<file path="config.mk">
export PLATFORM = sky130hd
export DESIGN_NAME = adc_pm_reader
export DESIGN_NICKNAME = d
export VERILOG_FILES = /design/src/rtl/adc_pm_pkg.sv /design/src/rtl/adc_frame_engine.sv /design/src/rtl/adc_pm_seq.sv /design/src/rtl/adc_pm_reader.sv
export SDC_FILE = /design/constraint.sdc
export NUM_CORES = 1
export LEC_CHECK = 0
export BUFFER_PORTS_ARGS = -buffer_cell sky130_fd_sc_hd__buf_2
export CORE_ASPECT_RATIO = 0.6
export CORE_MARGIN = 5
export CORE_UTILIZATION = 35
export DETAILED_ROUTE_END_ITERATION = 7
export GPL_TIMING_DRIVEN = 0
export HOLD_SLACK_MARGIN = 0.08
export PLACE_DENSITY = 0.52
export SETUP_SLACK_MARGIN = 0.05
export SYNTH_ARGS = -nofsm -noshare
export SYNTH_HDL_FRONTEND = slang
export SYNTH_HIERARCHICAL = 1
export SYNTH_SLANG_ARGS = --single-unit
</file>
<file path="constraint.sdc">
create_clock -name clk -period 2.5 [get_ports clk]
set_input_delay 0.5 -clock clk [delete_from_list [all_inputs] [get_ports clk]]
set_output_delay 0.5 -clock clk [all_outputs]
set_load 0.02 [all_outputs]
</file>
<file path="src/rtl/adc_pm_pkg.sv">
`timescale 1ns/1ps
package adc_pm_pkg;

  localparam int FRAME_W = 16;
  localparam int CTRL_W  = 8;
  localparam int AUX_W   = 6;
  localparam int RES_W   = 12;
  localparam int LEAD_W  = FRAME_W - RES_W;

  localparam logic [1:0] PM_SHUT = 2'b00;
  localparam logic [1:0] PM_ON   = 2'b01;

  typedef enum logic [2:0] {
    E_IDLE,
    E_PRE,
    E_LO,
    E_HI,
    E_GAP
  } eng_state_t;

  typedef enum logic [2:0] {
    S_IDLE,
    S_WAKE_REQ,
    S_WAKE_RUN,
    S_CONV_REQ,
    S_CONV_RUN
  } seq_state_t;

  function automatic logic [CTRL_W-1:0] build_ctrl(input logic [AUX_W-1:0] a,
                                                   input logic [1:0] pm);
    return {a, pm};
  endfunction

endpackage

</file>
<file path="src/rtl/adc_frame_engine.sv">
`timescale 1ns/1ps
module adc_frame_engine
  import adc_pm_pkg::*;
#(
  parameter int HALF_DIV = 4,
  parameter int CSH_CYC  = 6,
  parameter int CW       = 10
) (
  input  logic               clk,
  input  logic               rst,
  input  logic               go,
  input  logic [CTRL_W-1:0]  ctrl,
  input  logic [CW-1:0]      pre_cyc,
  output logic               ready,
  output logic               done,
  output logic [FRAME_W-1:0] word,
  output logic               cs_n,
  output logic               sclk,
  output logic               mosi,
  input  logic               miso
);

  localparam int BW  = $clog2(FRAME_W);
  localparam int CSW = $clog2(CSH_CYC + 1) + 1;
  localparam logic [CW-1:0] HALF_M1 = CW'(HALF_DIV - 1);
  localparam logic [CW-1:0] CSH_M1  = CW'(CSH_CYC - 1);
  localparam logic [BW-1:0] LAST    = BW'(FRAME_W - 1);

  eng_state_t          st;
  logic [CW-1:0]       cnt;
  logic [BW-1:0]       bitn;
  logic [FRAME_W-1:0]  tx;
  logic [FRAME_W-1:0]  rx;

  assign ready = (st == E_IDLE);

  always_ff @(posedge clk) begin
    if (rst) begin
      st   <= E_IDLE;
      cs_n <= 1'b1;
      sclk <= 1'b1;
      mosi <= 1'b0;
      cnt  <= '0;
      bitn <= '0;
      tx   <= '0;
      rx   <= '0;
      done <= 1'b0;
      word <= '0;
    end else begin
      done <= 1'b0;
      case (st)
        E_IDLE: begin
          if (go) begin
            cs_n <= 1'b0;
            tx   <= {ctrl, {(FRAME_W-CTRL_W){1'b0}}};
            mosi <= ctrl[CTRL_W-1];
            cnt  <= pre_cyc;
            bitn <= '0;
            st   <= E_PRE;
          end
        end
        E_PRE: begin
          if (cnt == '0) begin
            sclk <= 1'b0;
            cnt  <= HALF_M1;
            st   <= E_LO;
          end else begin
            cnt <= cnt - 1'b1;
          end
        end
        E_LO: begin
          if (cnt == '0) begin
            sclk <= 1'b1;
            rx   <= {rx[FRAME_W-2:0], miso};
            cnt  <= HALF_M1;
            st   <= E_HI;
          end else begin
            cnt <= cnt - 1'b1;
          end
        end
        E_HI: begin
          if (cnt == '0) begin
            if (bitn == LAST) begin
              cs_n <= 1'b1;
              done <= 1'b1;
              word <= rx;
              cnt  <= CSH_M1;
              st   <= E_GAP;
            end else begin
              sclk <= 1'b0;
              bitn <= bitn + 1'b1;
              tx   <= tx << 1;
              mosi <= tx[FRAME_W-2];
              cnt  <= HALF_M1;
              st   <= E_LO;
            end
          end else begin
            cnt <= cnt - 1'b1;
          end
        end
        E_GAP: begin
          if (cnt == '0) st <= E_IDLE;
          else           cnt <= cnt - 1'b1;
        end
        default: st <= E_IDLE;
      endcase
    end
  end

  // Checker state: observed rising edges per frame and deselect length
  logic           sclk_q;
  logic [BW:0]    chk_rises;
  logic [CSW-1:0] chk_high;

  always_ff @(posedge clk) begin
    if (rst) begin
      sclk_q    <= 1'b1;
      chk_rises <= '0;
      chk_high  <= CSW'(CSH_CYC);
    end else begin
      sclk_q <= sclk;
      if (cs_n)                chk_rises <= '0;
      else if (sclk && !sclk_q) chk_rises <= chk_rises + 1'b1;
      if (!cs_n)                       chk_high <= '0;
      else if (chk_high < CSW'(CSH_CYC)) chk_high <= chk_high + 1'b1;
    end
  end

  // data to converter holds while the clock is high inside a frame
  a_r2_mosi_stable_high: assert property (@(posedge clk) disable iff (rst)
    (!cs_n && !$past(cs_n) && sclk && $past(sclk)) |-> $stable(mosi));

  // sixteen rising clock edges per select window
  a_r2_sixteen_rises: assert property (@(posedge clk) disable iff (rst)
    $rose(cs_n) |-> (chk_rises == (BW+1)'(FRAME_W)));

  // minimum deselect time before the next frame
  a_r9_cs_high_min: assert property (@(posedge clk) disable iff (rst)
    $fell(cs_n) |-> (chk_high >= CSW'(CSH_CYC)));

endmodule

</file>
<file path="src/rtl/adc_pm_seq.sv">
`timescale 1ns/1ps
module adc_pm_seq
  import adc_pm_pkg::*;
#(
  parameter int CW      = 10,
  parameter int PUP_CYC = 625
) (
  input  logic               clk,
  input  logic               rst,
  input  logic               start,
  input  logic               keep_on,
  input  logic               fast_wake,
  input  logic [AUX_W-1:0]   aux,
  input  logic               eng_ready,
  input  logic               eng_done,
  input  logic [FRAME_W-1:0] eng_word,
  output logic               go,
  output logic [CTRL_W-1:0]  ctrl,
  output logic [CW-1:0]      pre_cyc,
  output logic               busy,
  output logic               res_valid,
  output logic [RES_W-1:0]   res_data,
  output logic               res_err,
  output logic               adc_on
);

  localparam logic [CW-1:0] PUP_WAIT = CW'(PUP_CYC);

  seq_state_t        st;
  logic              keep_q;
  logic [AUX_W-1:0]  aux_q;

  assign busy = (st != S_IDLE);

  always_ff @(posedge clk) begin
    if (rst) begin
      st        <= S_IDLE;
      keep_q    <= 1'b0;
      aux_q     <= '0;
      go        <= 1'b0;
      ctrl      <= '0;
      pre_cyc   <= '0;
      res_valid <= 1'b0;
      res_data  <= '0;
      res_err   <= 1'b0;
      adc_on    <= 1'b0;
    end else begin
      go        <= 1'b0;
      res_valid <= 1'b0;
      case (st)
        S_IDLE: begin
          if (start) begin
            keep_q <= keep_on;
            aux_q  <= aux;
            if (!adc_on && fast_wake) st <= S_WAKE_REQ;
            else                      st <= S_CONV_REQ;
          end
        end
        S_WAKE_REQ: begin
          if (eng_ready) begin
            go      <= 1'b1;
            ctrl    <= build_ctrl(aux_q, PM_ON);
            pre_cyc <= '0;
            st      <= S_WAKE_RUN;
          end
        end
        S_WAKE_RUN: begin
          if (eng_done) begin
            adc_on <= 1'b1;
            st     <= S_CONV_REQ;
          end
        end
        S_CONV_REQ: begin
          if (eng_ready) begin
            go      <= 1'b1;
            ctrl    <= build_ctrl(aux_q, keep_q ? PM_ON : PM_SHUT);
            pre_cyc <= adc_on ? '0 : PUP_WAIT;
            st      <= S_CONV_RUN;
          end
        end
        S_CONV_RUN: begin
          if (eng_done) begin
            res_valid <= 1'b1;
            res_data  <= eng_word[RES_W-1:0];
            res_err   <= |eng_word[FRAME_W-1:RES_W];
            adc_on    <= keep_q;
            st        <= S_IDLE;
          end
        end
        default: st <= S_IDLE;
      endcase
    end
  end

  // result strobe lasts one cycle
  a_r7_valid_one_cycle: assert property (@(posedge clk) disable iff (rst)
    res_valid |=> !res_valid);

  // a request seen while busy leaves the latched request unchanged
  a_r10_start_ignored: assert property (@(posedge clk) disable iff (rst)
    (busy && start) |=> ($stable(keep_q) && $stable(aux_q)));

  // the frame after a wake frame never asks for the power-up wait
  a_r6_no_wait_after_wake: assert property (@(posedge clk) disable iff (rst)
    ($past(st) == S_WAKE_RUN && st == S_CONV_REQ) |-> adc_on);

endmodule

</file>
<file path="src/rtl/adc_pm_reader.sv">
`timescale 1ns/1ps
module adc_pm_reader
  import adc_pm_pkg::*;
#(
  parameter int CLK_MHZ  = 125,
  parameter int PUP_NS   = 5000,
  parameter int HALF_DIV = 4,
  parameter int CSH_CYC  = 6
) (
  input  logic             clk,
  input  logic             rst,
  input  logic             start,
  input  logic             keep_on,
  input  logic             fast_wake,
  input  logic [5:0]       aux,
  output logic             busy,
  output logic             res_valid,
  output logic [11:0]      res_data,
  output logic             res_err,
  output logic             adc_on,
  output logic             cs_n,
  output logic             sclk,
  output logic             mosi,
  input  logic             miso
);

  localparam int PUP_CYC = (CLK_MHZ * PUP_NS + 999) / 1000;
  localparam int MAXCNT  = (PUP_CYC > HALF_DIV) ?
                           ((PUP_CYC > CSH_CYC) ? PUP_CYC : CSH_CYC) :
                           ((HALF_DIV > CSH_CYC) ? HALF_DIV : CSH_CYC);
  localparam int CW      = $clog2(MAXCNT + 1);

  logic               go;
  logic [CTRL_W-1:0]  ctrl;
  logic [CW-1:0]      pre_cyc;
  logic               eng_ready;
  logic               eng_done;
  logic [FRAME_W-1:0] eng_word;

  adc_pm_seq #(
    .CW      (CW),
    .PUP_CYC (PUP_CYC)
  ) u_seq (
    .clk       (clk),
    .rst       (rst),
    .start     (start),
    .keep_on   (keep_on),
    .fast_wake (fast_wake),
    .aux       (aux),
    .eng_ready (eng_ready),
    .eng_done  (eng_done),
    .eng_word  (eng_word),
    .go        (go),
    .ctrl      (ctrl),
    .pre_cyc   (pre_cyc),
    .busy      (busy),
    .res_valid (res_valid),
    .res_data  (res_data),
    .res_err   (res_err),
    .adc_on    (adc_on)
  );

  adc_frame_engine #(
    .HALF_DIV (HALF_DIV),
    .CSH_CYC  (CSH_CYC),
    .CW       (CW)
  ) u_eng (
    .clk     (clk),
    .rst     (rst),
    .go      (go),
    .ctrl    (ctrl),
    .pre_cyc (pre_cyc),
    .ready   (eng_ready),
    .done    (eng_done),
    .word    (eng_word),
    .cs_n    (cs_n),
    .sclk    (sclk),
    .mosi    (mosi),
    .miso    (miso)
  );

  // a select window is always inside a busy request
  a_r10_busy_covers_frame: assert property (@(posedge clk) disable iff (rst)
    !cs_n |-> busy);

endmodule

</file>
==> metrics list <==
* Maximum clock insertion buffer count: 2
- Hold slack final: 0.388 ns
* Endpoint class of the critical path: flop
- Cell row count: 30
* Register clock-pin slew on the reported worst setup and hold paths: 0.07 ns
* Horizontal die dimension: 151 um
- TritonCTS built the clock tree.
* Type of the setup path with the least slack: flop to flop
- In the final design database the tool counted 559 nets.
- In this run, synthesis inferred 0 flip-flops with an integrated enable.
- Hold Buf Count CTS: 0
- Count of vias placed by the detailed router: 3526
* Initial DRC Count: 226
* Path category of the worst min-delay check: primary input to flop
- STA puts the critical path data arrival time at 2.65 ns.
- Entering global routing, the biggest net connects 18 pins.
* Setup skew after layout: a little over 0.01 ns
- STA puts the critical path data required time at 2.75 ns.
* Number of hold-slack violations in the final timing report: 0
* Cell Count, Final, Fillers Out: 710
- Global router's overall resource usage: around 15%
- In this run switching power makes up 37.7% of total power.
* Area of the core region: between 10000 and 15000 um^2
* Mapped Avg Cell Area: 8.58 um^2
- Worst IR drop on VDD: 0.000354 V
- Number of synthesized register bits: 94
- At the pin with the least slew margin, the transition time is 0.658 ns.
- Maximum clock frequency: 0.417 GHz
- Input and output buffers added on the ports amount to 29.
- Router iterations before antenna repair: 4
- Setup Viol. Count Final: 0
- In this run, CTS created clock tree buffers numbering 9.
- Dividing the detail-routed via count by the number of cells gives 4.97.
- Power per cell area: 1130 nW/um^2
- Clock insertion delay at the later pin of the skew report: 0.35 ns
* Placed inst area: 4550 um^2
- The detail route stage leaves a number of antenna-violating nets equal to 0.
- Net switching component of the power: 2.15 mW
- Cell internal power was estimated by the tool at 3.55 mW.
- The number of antenna violations at the first check in global routing came to 0.
- Netlist cell types: 58
- The tool flagged a number of max-cap violations equal to 0.
- The H-tree generated during clock tree synthesis spans 3 levels.
- The share of total power dissipated in combinational logic is 41.7%.
- The floorplan step set the die height to 94.7 um.
* Gp weighted congestion: 0.855
- Fraction of layout instances using a drive strength above 1: between 15 and 20%
- Relative to the synthesized area, the layout overhead comes to 20.5%.
* DPL Wire Length: 7760 um
- The clock network accounts for 26.6% of the total power.
* Critical Path Source Type: flop
- Count of warnings emitted by yosys: 6
- The tree is rooted in a sky130_fd_sc_hd__clkbuf_16.
* Share of flip-flops with an asynchronous set or reset: 0%
* Initial Util: 36.4%
* Inst Count DP: 682
- Clock sink count: 94
* Setup repair after global routing missed its margin: no
- I/O pin count: 31
- Part of the total power dissipated in sequential elements: 31.7%
- Of all nets on the critical path, the largest fanout is 9.
* Static leakage: roughly 1.8 nW
- Most used flip-flop cell after synthesis: sky130_fd_sc_hd__dfxtp_1
- Final routed wire length divided by cell count: around 15 um
* Cell count after synthesis: between 400 and 500
* Final design instance area without fill: ~5000 um^2
- Die Area: 14300 um^2
- Counting I/O delays and the setup requirement, the final critical path takes ~2.4 ns.
* Power consumption: 5.70 mW
* Most frequent standard cell in the layout excluding fill and tap cells: sky130_fd_sc_hd__dfxtp_1
- Total global routing overflow: 0
- Of the available clock period, the critical path in the final layout requires between 90% and 100%.
* Number of global-route vias before repair: between 3000 and 4000
- Max-slew violation total from the final report: 0
- Combined area of all synthesized cells: 4190 um^2
- In the routed design, unresolved DRC markers number 0.
- For this block, the routed nets add up to 10700 um of wire.
- # diodes: 0
- Part of the Yosys area used for sequential elements: 44.9%
- Wire length of the first global-routing pass: around 17000 um
- Most frequent cells in the layout: 92 x sky130_fd_sc_hd__dfxtp_1, 91 x sky130_fd_sc_hd__nand2_1, 52 x sky130_fd_sc_hd__a21oi_1
* Result of the run: complete, no violations
- Measured against its own limit, the worst slew margin works out to 56.2%.
worst paths after layout:
path                                   start                          end  slack, ns  cells past startpoint
setup / recovery   u_eng/cnt[0]$_SDFFE_PP0P_    u_eng/tx[11]$_SDFFE_PP0P_       0.10                      9
hold / removal                        aux[2]  u_seq/aux_q[2]$_SDFFE_PP0P_       0.39                      3
setup reg to reg   u_eng/cnt[0]$_SDFFE_PP0P_    u_eng/tx[11]$_SDFFE_PP0P_       0.10                      9
hold reg to reg   u_seq/res_err$_SDFFE_PP0P_   u_seq/res_err$_SDFFE_PP0P_       0.45                      2
stage by stage:
step	setup TNS [ns]	setup WS (ns)	utilization [%]
finish	0	0.102	43.9
global route	0	0.0495	43.9
CTS	0	0.0483	43.1
detailed placement	-7.93	-0.408	39.6
global placement	-7.25	-0.430	39.6
floorplan	0	0.173	-
layer usage:
layer | wire (um) | vias to the layer above | global-route usage [%]
met4 | 101 | 0 | 3.85
li1 | - | 1804 | -
met1 | 5840 | 1643 | 23.6
met5 | 0 | - | 0
met3 | 546 | 11 | 4.51
met2 | 4210 | 68 | 20.8
power by group through the flow:
stage	sequential, mW	combinational [mW]	clock [mW]
2_1_floorplan	1.80	1.59	0
3_5_place_dp	1.82	2.07	0
5_1_grt	1.83	2.60	1.61
3_3_place_gp	1.82	2.02	0
6_report	1.81	2.38	1.51
4_1_cts	1.80	2.22	1.54
worst max-delay path, stage by stage (launching register included):
cell	delay, ns
sky130_fd_sc_hd__dfxtp_2	0.34
sky130_fd_sc_hd__inv_2	0.08
sky130_fd_sc_hd__ha_4	0.15
sky130_fd_sc_hd__or4b_4	0.45
sky130_fd_sc_hd__buf_6	0.16
sky130_fd_sc_hd__or4_4	0.58
sky130_fd_sc_hd__nand2_8	0.12
sky130_fd_sc_hd__buf_12	0.13
sky130_fd_sc_hd__nor2_2	0.04
sky130_fd_sc_hd__a311oi_2	0.25
cell type report:
| type | count | area [um^2] |
|---|---|---|
| fill | 1196 | 6440 |
| multi-input combinational | 344 | 2080 |
| sequential | 94 | 1880 |
| buffer | 45 | 282 |
| timing repair buffer | 41 | 235 |
| clock buffer | 9 | 225 |
| tap | 160 | 200 |
| clock inverter | 7 | 103 |
| inverter | 10 | 37.5 |
cells in the mapped netlist, types with 5 or more instances:
cell / instances / share of area (%)
sky130_fd_sc_hd__dfxtp_1: 94 / 45
sky130_fd_sc_hd__nand2_1: 91 / 8.2
sky130_fd_sc_hd__a21oi_1: 52 / 6.2
sky130_fd_sc_hd__nor2_1: 46 / 4.1
sky130_fd_sc_hd__mux2i_1: 28 / 6.7
sky130_fd_sc_hd__clkbuf_1: 21 / 1.9
sky130_fd_sc_hd__buf_4: 15 / 2.7
sky130_fd_sc_hd__nand3_1: 14 / 1.7
sky130_fd_sc_hd__inv_1: 10 / 0.90
sky130_fd_sc_hd__nor3_1: 10 / 1.2
sky130_fd_sc_hd__o21ai_0: 8 / 0.96
sky130_fd_sc_hd__a311oi_1: 6 / 1.3
sky130_fd_sc_hd__nor4_1: 6 / 0.90
sky130_fd_sc_hd__a211oi_1: 5 / 0.90
cells by family after synthesis:
| family | synth area share [%] |
|---|---|
| muxes | 6.96 |
| xor gates and xnor gates | 1.26 |
| adders and majority gates | 0.598 |
| DFF | 44.9 |
| and+or+nand+nor | 23.7 |
| buffers and inverters | 7.47 |
| other | 0.0896 |
| AOI/OAI and AO/OA | 15.0 |
registers in the layout (all words and copies together), names as in the netlist, 4 cells and up:
signal / cells
u_eng/rx: 16
u_eng/word: 16
u_seq/res_data: 12
u_eng/cnt: 10
u_eng/tx: 7
u_seq/ctrl: 7
u_seq/aux_q: 6
u_eng/bitn: 4
repair_timing:
action | in CTS | in global routing
hold endpoints to repair | 0 | 0
gates resized for setup | 11 | 7
buffers inserted | 4 | 8
pin swaps | 3 | 3
endpoints found under the setup margin | 53 | 25
Note: power is estimated with default switching activity, not from simulation.
